==> src/rtl/stflag_pkg.sv <==
package stflag_pkg;
  localparam int STAT_W = 16;
  localparam int IDX_W  = $clog2(STAT_W);

  typedef struct packed {
    logic [STAT_W-1:0] setMask;
    logic [STAT_W-1:0] clrMask;
    logic              testStb;
    logic [IDX_W-1:0]  testIdx;
  } strobe_t;
endpackage

==> src/rtl/stflag_ctrl.sv <==
module stflag_ctrl
  import stflag_pkg::*;
(
  input  logic             clk,
  input  logic             rstN,
  input  logic             setEn,
  input  logic             clrEn,
  input  logic             testEn,
  input  logic [IDX_W-1:0] bitIdx,
  output strobe_t          strb
);
  logic [STAT_W-1:0] idxOneHot;

  always_comb begin
    idxOneHot = '0;
    idxOneHot[bitIdx] = 1'b1;
  end

  always_comb begin
    strb.setMask = setEn ? idxOneHot : '0;
    strb.clrMask = clrEn ? idxOneHot : '0;
    strb.testStb = testEn;
    strb.testIdx = bitIdx;
  end

  // commands touch at most one bit
  a_r2_set_onehot: assert property (@(posedge clk) disable iff (!rstN)
    $onehot0(strb.setMask));
  a_r3_clr_onehot: assert property (@(posedge clk) disable iff (!rstN)
    $onehot0(strb.clrMask));
endmodule

==> src/rtl/stflag_dp.sv <==
module stflag_dp
  import stflag_pkg::*;
#(
  parameter int SYNC_STAGES = 2,
  parameter int BATT_BIT    = 5,
  parameter int KBD_BIT     = 3,
  parameter int GATE_BIT    = 0
) (
  input  logic              clk,
  input  logic              rstN,
  input  strobe_t           strb,
  input  logic              battLow,
  input  logic              kbdFlag,
  input  logic              progMode,
  output logic [STAT_W-1:0] statusQ,
  output logic              testQ
);
  localparam int NUM_EXT = 3;

  logic [NUM_EXT-1:0] extRaw;
  logic [NUM_EXT-1:0] extSync;
  logic [STAT_W-1:0]  pinSetMask;
  logic [STAT_W-1:0]  statusD;

  assign extRaw = {progMode, kbdFlag, battLow};

  genvar g;
  generate
    for (g = 0; g < NUM_EXT; g++) begin : gSync
      logic [SYNC_STAGES-1:0] chain;
      always_ff @(posedge clk) begin
        if (!rstN) chain <= '0;
        else       chain <= {chain[SYNC_STAGES-2:0], extRaw[g]};
      end
      assign extSync[g] = chain[SYNC_STAGES-1];
    end
  endgenerate

  logic battS, kbdS, progS;
  assign battS = extSync[0];
  assign kbdS  = extSync[1];
  assign progS = extSync[2];

  always_comb begin
    pinSetMask = '0;
    pinSetMask[BATT_BIT] = battS;
    pinSetMask[KBD_BIT]  = kbdS | (progS & statusQ[GATE_BIT]);
  end

  // clear has priority over any set source
  assign statusD = (statusQ | strb.setMask | pinSetMask) & ~strb.clrMask;

  always_ff @(posedge clk) begin
    if (!rstN) begin
      statusQ <= '0;
      testQ   <= 1'b0;
    end else begin
      statusQ <= statusD;
      if (strb.testStb) testQ <= statusQ[strb.testIdx];
    end
  end

  // without a clear no set bit falls
  a_r7_sticky: assert property (@(posedge clk) disable iff (!rstN)
    ((statusQ & ~strb.clrMask) != '0) |=>
      ((statusQ & $past(statusQ & ~strb.clrMask)) == $past(statusQ & ~strb.clrMask)));
  // cleared bit reads 0 afterwards whatever sets it
  a_r5_clear_wins: assert property (@(posedge clk) disable iff (!rstN)
    (strb.clrMask != '0) |=> ((statusQ & $past(strb.clrMask)) == '0));
  // synchronized battery flag sets its bit
  a_r6_batt_sets: assert property (@(posedge clk) disable iff (!rstN)
    (battS && !strb.clrMask[BATT_BIT]) |=> statusQ[BATT_BIT]);
  // gated switch alone cannot raise bit 3
  a_r9_gate: assert property (@(posedge clk) disable iff (!rstN)
    (!statusQ[GATE_BIT] && !kbdS && !strb.setMask[KBD_BIT] && !statusQ[KBD_BIT])
      |=> !statusQ[KBD_BIT]);
  // test result follows the addressed bit
  a_r4_test: assert property (@(posedge clk) disable iff (!rstN)
    strb.testStb |=> (testQ == $past(statusQ[strb.testIdx])));
endmodule

==> src/rtl/status_flag_reg.sv <==
module status_flag_reg
  import stflag_pkg::*;
#(
  parameter int SYNC_STAGES = 2,
  parameter int BATT_BIT    = 5,
  parameter int KBD_BIT     = 3,
  parameter int GATE_BIT    = 0
) (
  input  logic              clk,
  input  logic              rstN,
  input  logic              setEn,
  input  logic              clrEn,
  input  logic              testEn,
  input  logic [IDX_W-1:0]  bitIdx,
  input  logic              battLow,
  input  logic              kbdFlag,
  input  logic              progMode,
  output logic [STAT_W-1:0] statusBits,
  output logic              testResult,
  output logic              flagOut,
  output logic              bankSel
);
  strobe_t strb;

  stflag_ctrl uCtrl (
    .clk(clk), .rstN(rstN), .setEn(setEn), .clrEn(clrEn),
    .testEn(testEn), .bitIdx(bitIdx), .strb(strb)
  );

  stflag_dp #(
    .SYNC_STAGES(SYNC_STAGES), .BATT_BIT(BATT_BIT),
    .KBD_BIT(KBD_BIT), .GATE_BIT(GATE_BIT)
  ) uDp (
    .clk(clk), .rstN(rstN), .strb(strb), .battLow(battLow),
    .kbdFlag(kbdFlag), .progMode(progMode),
    .statusQ(statusBits), .testQ(testResult)
  );

  assign flagOut = statusBits[GATE_BIT];
  assign bankSel = statusBits[GATE_BIT];

  // reset state at the ports
  a_r1_reset: assert property (@(posedge clk)
    !rstN |=> (statusBits == '0 && !testResult));
endmodule

==> config.mk <==
export PLATFORM = sky130hd
export DESIGN_NAME = status_flag_reg
export DESIGN_NICKNAME = d
export VERILOG_FILES = /design/src/rtl/stflag_pkg.sv /design/src/rtl/stflag_ctrl.sv /design/src/rtl/stflag_dp.sv /design/src/rtl/status_flag_reg.sv
export SDC_FILE = /design/constraint.sdc
export NUM_CORES = 1
export LEC_CHECK = 0
export ABC_AREA = 0
export CAP_MARGIN = 20
export CORE_UTILIZATION = 46
export DETAILED_ROUTE_END_ITERATION = 7
export GPL_TIMING_DRIVEN = 0
export PLACE_DENSITY = 0.86
export SYNTH_ARGS = -nofsm -noshare
export SYNTH_HDL_FRONTEND = slang
export SYNTH_SLANG_ARGS = --single-unit
==> constraint.sdc <==
create_clock -name clk -period 1.85 [get_ports clk]
set_clock_uncertainty 0.2 [all_clocks]
set_input_delay 0.37 -clock clk [delete_from_list [all_inputs] [get_ports clk]]
set_output_delay 0.37 -clock clk [all_outputs]
set_load 0.05 [all_outputs]
==> metrics, run 1 <==
layout cell share with drive strength beyond 1=15.2%; cts bufs inserted=3; htree depth=1; Crit Path Max Fanout=3; final worst-path setup slack=0.0501 ns; chip height=50.3 microns; CP required=1.28 ns; Worst Hold Class=flop to flop; core area=2210 sq um; total track usage=22.3%; Worst-Margin Slew=0.488 ns; cells after synthesis=118; CP peak stage delay=0.54 ns; Synth warnings=0; via-per-instance ratio=5.76; placement-stage cell area=1400 sq um; vias=1031; Syn Area/Cell=9.11 sq um; diodes inserted=0; CP startpoint kind=flop; Setup Viol. Count Final=0; DR pass1 iterations=4; Syn Std Cell Area=1070 sq um; Avg WL per Cell=14.1 microns; most used routing layer in global routing=met2; total of max-cap violations=0; vias in the first global route=977; dpl ws=-0.240 ns; top_reg_cell synth=dfxtp_1; Seq/Total Area, Yosys=42.8%; Bufs on Longest Clock Path=2; most common cell after layout, fill and taps aside=dfxtp_1; antenna viol nets, final=0; Post-synth EDFFs=0; Nets=164; register clock-pin slew on the reported worst setup and hold paths=0.11 ns; largest net degree at the start of global routing=13; row count=17; Worst EP arrival=1.23 ns; first-pass GRT wire length=4.23 mm; GRT Residual Overflow=0; Post-Route WL=2.53 mm; die width=50.3 microns; CTS Root Buffer Type=clkbuf_4; GPL Wtd Cong=0.888; Initial DRC Count=37; post-synthesis register bit count=23; area delta synth->final=30.2%; worst path cell trace=dlygate4sd2_1; Filler Cell Count=190; CTS Sinks=23; hold-fix buffers at CTS=0; grt met3 use=4.55%; leak pwr=0.582 nW; kind of cell adding the most delay to the critical path=buffers and inverters; asr flop ratio synth=0%; Initial Util=48.6%; synth unique cells=30; TritonCTS clock tree=done; most frequent cells in the layout=dfxtp_1, nor2_1, a21oi_1; hpwl dp=1.89 mm; Power Dens Cells=663 nW/um^2; relative max-transition margin=67.6%; Crit path buffers/inverters=1; final count of hold timing violations=0; syn_nets=130; WS Path Type=flop to output port; M2 GR Usage=35.8%; Finished Cell Area=1400 sq um; Die ar.=2530 sq um; Slowest-stage cell, CP=dlygate4sd2_1; DRC=0; initial antenna violation count=0; Critical Path End Type=output port; RSZ-0062 raised after global routing=false; max-slew violations=0; Final min period=1.80 ns; worst IR drop on VDD=0.526 mV; final period utilization=97.3%; number of port buffers=29; io pins=31; Max Fclk=556 MHz; Skew-Pair Late Insertion Delay=0.31 ns; status=complete, no violations; global-route met1 utilization=27.3%
[report_power, final]
part / switching [mW] / total [mW] / leakage, nW / internal, mW
Clock: 0.137 / 0.221 / 0.0150 / 0.0843
Sequential: 0.0100 / 0.522 / 0.188 / 0.512
Combinational: 0.110 / 0.185 / 0.379 / 0.0747
[metrics by stage]
| stage | cells | hold slack [ns] | utilization, % | power, mW | setup TNS (ns) |
|---|---|---|---|---|---|
| final | 179 | 0.250 | 63.2 | 0.928 | 0 |
| after CTS | 179 | 0.253 | 63.5 | 0.934 | 0 |
| after floorplan | 118 | 0.212 | - | 0.655 | 0 |
| after detailed placement | 175 | 0.226 | 63.3 | 0.723 | -0.520 |
| after global routing | 179 | 0.282 | 63.2 | 0.987 | 0 |
| after global placement | 175 | 0.218 | 63.3 | 0.718 | -0.377 |
[cells by family (layout without fill, tap and decap cells)]
| kind of cell | count (synthesis) | after routing | share of synthesized area, % |
|---|---|---|---|
| compound gates | 38 | 38 | 20.3 |
| buf+inv | 9 | 42 | 7.33 |
| simple gates | 42 | 42 | 21.7 |
| flops | 23 | 23 | 42.8 |
| mux | 6 | 6 | 7.92 |
[registers in the layout (all words and copies together) (netlist names)]
signal           cells
uDp.testQ            1
uDp.statusQ         16
uDp.gSync.chain      6
[synth_stat cells, types with 2 or more instances]
master / count / area, sq um
a21oi_1: 12 / 60.1
a31oi_1: 4 / 25.0
and2_1: 6 / 37.5
and2b_1: 2 / 15.0
buf_4: 3 / 22.5
buf_6: 3 / 33.8
clkbuf_1: 2 / 7.51
dfxtp_1: 23 / 460
mux2i_1: 4 / 40.0
mux4_2: 2 / 45.0
nand2_1: 2 / 7.51
nand3_1: 3 / 15.0
nand3b_1: 2 / 15.0
nor2_1: 19 / 71.3
o21ai_0: 11 / 55.1
o21ai_1: 6 / 30.0
[routing by layer]
metal	vias to the layer above	share of wire, %
li1	488	-
met1	466	41
met2	68	47
met3	9	8.5
met4	0	2.8
met5	-	0
[layout make-up]
| class | instances | area (sq um) | share of cell area [%] |
|---|---|---|---|
| Timing Repair Buffer | 29 | 262 | 18.7 |
| Buffer | 9 | 78.8 | 5.64 |
| Sequential cell | 23 | 462 | 33.0 |
| Clock buffer | 4 | 26.3 | 1.88 |
| Tap cell | 28 | 35.0 | 2.50 |
| Multi-Input combinational cell | 86 | 536 | 38.3 |
[worst paths after layout]
check                                            from                     to  slack, ns  cells after the start
worst max-delay path                  uDp.statusQ[15]         statusBits[15]       0.05                      1
worst min register to register  uDp.gSync[0].chain[0]  uDp.gSync[0].chain[1]       0.25                      1
worst max register to register         uDp.statusQ[0]              uDp.testQ       0.44                      3
worst min-delay path            uDp.gSync[0].chain[0]  uDp.gSync[0].chain[1]       0.25                      1
[timing repair]
item,CTS,global route
endpoints found under the hold margin,0,0
endpoints found under the setup margin,19,9
buffers inserted,0,0
gates resized for setup,23,12
No activity file was read; power rests on OpenSTA's default activity.
==> inputs of run 2 (changes only) <==
ABC_AREA = unset   (was 0)
REMOVE_ABC_BUFFERS = 1   (was unset)
==> metrics, run 2 (synthesis gave the netlist of run 1 again) <==
largest net degree at the start of global routing=24; vias in the first global route=846; Slowest-stage cell, CP=dlygate4sd2_1; diodes inserted=0; placement-stage cell area=1330 sq um; CP required=1.28 ns; final count of hold timing violations=0; final cell count without fillers=171; Nets=156; GRT Residual Overflow=0; Skew-Pair Late Insertion Delay=0.31 ns; hpwl dp=1.71 mm; final worst-path setup slack=0.0479 ns; Comb pwr share=18.3%; Clock Power Share=25.2%; Worst Reg-to-Reg Cells=3; Hold Path Depth=1; kind of cell adding the most delay to the critical path=buffers and inverters; Critical Path End Type=output port; reg2reg end=uDp.testQ; layout cell share with drive strength beyond 1=9.09%; max reg flops=16; internal power=0.660 mW; dpl cells=167; status=complete, no violations; dpl ws=-0.504 ns; Final min period=1.80 ns; Metal-1 WL=1.03 mm; CP startpoint kind=flop; DR top layer=met4; CP Launch Point=uDp.statusQ[13]; Worst EP arrival=1.23 ns; Initial Util=48.6%; die width=50.3 microns; area delta synth->final=24.7%; GPL Wtd Cong=0.836; Initial DRC Count=22; Power Dens Cells=690 nW/um^2; Max Fclk=555 MHz; reg2reg setup slack=0.42 ns; CTS Root Buffer Type=clkbuf_4; leak pwr=0.546 nW; Die ar.=2530 sq um; Worst Hold Launch=uDp.gSync[0].chain[0]; chip height=50.3 microns; Avg WL per Cell=14.0 microns; worst path cell trace=dlygate4sd2_1; CTS Sinks=23; most common cell after layout, fill and taps aside=dfxtp_1; Critical R2R Launch=uDp.statusQ[0]; Hold EP=uDp.gSync[0].chain[1]; RSZ-0062 raised after global routing=false; number of port buffers=30; top flop regs=uDp.statusQ (16), uDp.gSync.chain (6), uDp.testQ (1); Worst-Margin Slew=0.626 ns; most frequent cells in the layout=dfxtp_1, nor2_1, a21oi_1; Worst Hold Class=flop to flop; cts bufs inserted=3; io pins=31; Crit path buffers/inverters=1; max-slew violations=0; first-pass GRT wire length=3.91 mm; htree depth=1; register clock-pin slew on the reported worst setup and hold paths=0.12 ns; Met2 Wirelength=1.13 mm; via-per-instance ratio=5.73; DR pass1 iterations=4; switching share of power=28.6%; WS Path Type=flop to output port; Reg power frac=56.4%; core area=2210 sq um; Psw=0.265 mW; antenna viol nets, final=0; vias=979; hold-fix buffers at CTS=0; worst IR drop on VDD=0.533 mV; DR WL met3=180 microns; Finished Cell Area=1340 sq um; final period utilization=97.4%; Setup Viol. Count Final=0; CP peak stage delay=0.54 ns; total track usage=20.5%; Tot Pwr=0.924 mW; row count=17; initial antenna violation count=0; largest reg by FF count=uDp.statusQ; TritonCTS clock tree=done; DRC=0; setup tns final=0 ns; final core utilization=60.6%; relative max-transition margin=58.2%; Bufs on Longest Clock Path=2; Crit Path Max Fanout=3; total of max-cap violations=0; Fin Hold WS=0.246 ns; Post-Route WL=2.39 mm
## run 2: cell types whose count changed in the layout (fill, tap and decap cells not counted)
cell / before / now
clkbuf_1: 3 / 1
clkdlybuf4s50_1: 10 / 8
dlymetal6s2s_1: 0 / 1
buf_8: 1 / 0
clkdlybuf4s15_2: 0 / 1
buf_4: 4 / 0
dfxtp_2: 1 / 0
buf_6: 3 / 0
clkdlybuf4s18_2: 1 / 0
clkdlybuf4s15_1: 5 / 9
dfxtp_1: 22 / 23
clkbuf_2: 3 / 2
## run 2: worst max path at each step
stage / to / slack (ns) / cells past startpoint
3_3_place_gp: uDp.testQ / -0.47 / 4
2_1_floorplan: uDp.testQ / -0.34 / 3
5_1_grt: statusBits[15] / 0.0002 / 1
4_1_cts: bankSel / -0.003 / 1
3_5_place_dp: uDp.testQ / -0.50 / 4
6_report: statusBits[13] / 0.05 / 1
## run 2: power groups by stage
| stage | Sequential (mW) | Combinational [mW] | Clock, mW |
|---|---|---|---|
| floorplan | 0.571 | 0.0580 | 0 |
| global placement | 0.532 | 0.173 | 0 |
| detailed placement | 0.533 | 0.176 | 0 |
| CTS | 0.521 | 0.168 | 0.235 |
| global route | 0.524 | 0.182 | 0.264 |
| finish | 0.522 | 0.169 | 0.233 |
## run 2: layer usage
layer / vias up / track usage [%]
met4: 0 / 10.2
li1: 468 / -
met2: 51 / 32.7
met1: 455 / 26.6
met5: - / 0
met3: 5 / 3.33
## run 2: timing repair
action / 4_1_cts / 5_1_grt
hold endpoints to repair: 0 / 0
setup endpoints to repair: 24 / 12
resized for setup: 25 / 12
buffers inserted: 0 / 0
## run 2: area by class of cell
class                      instances  area [sq um]
timing repair buffer              30           283
fill                             208           872
tap                               28          35.0
multi-input combinational         86           536
clock buffer                       4          26.3
sequential                        23           460
==> inputs of run 3 (changes only) <==
GPL_ROUTABILITY_DRIVEN = 0   (was unset)
==> results of run 3 <==
The final DEF is identical to that of run 2; final timing and power are the same.
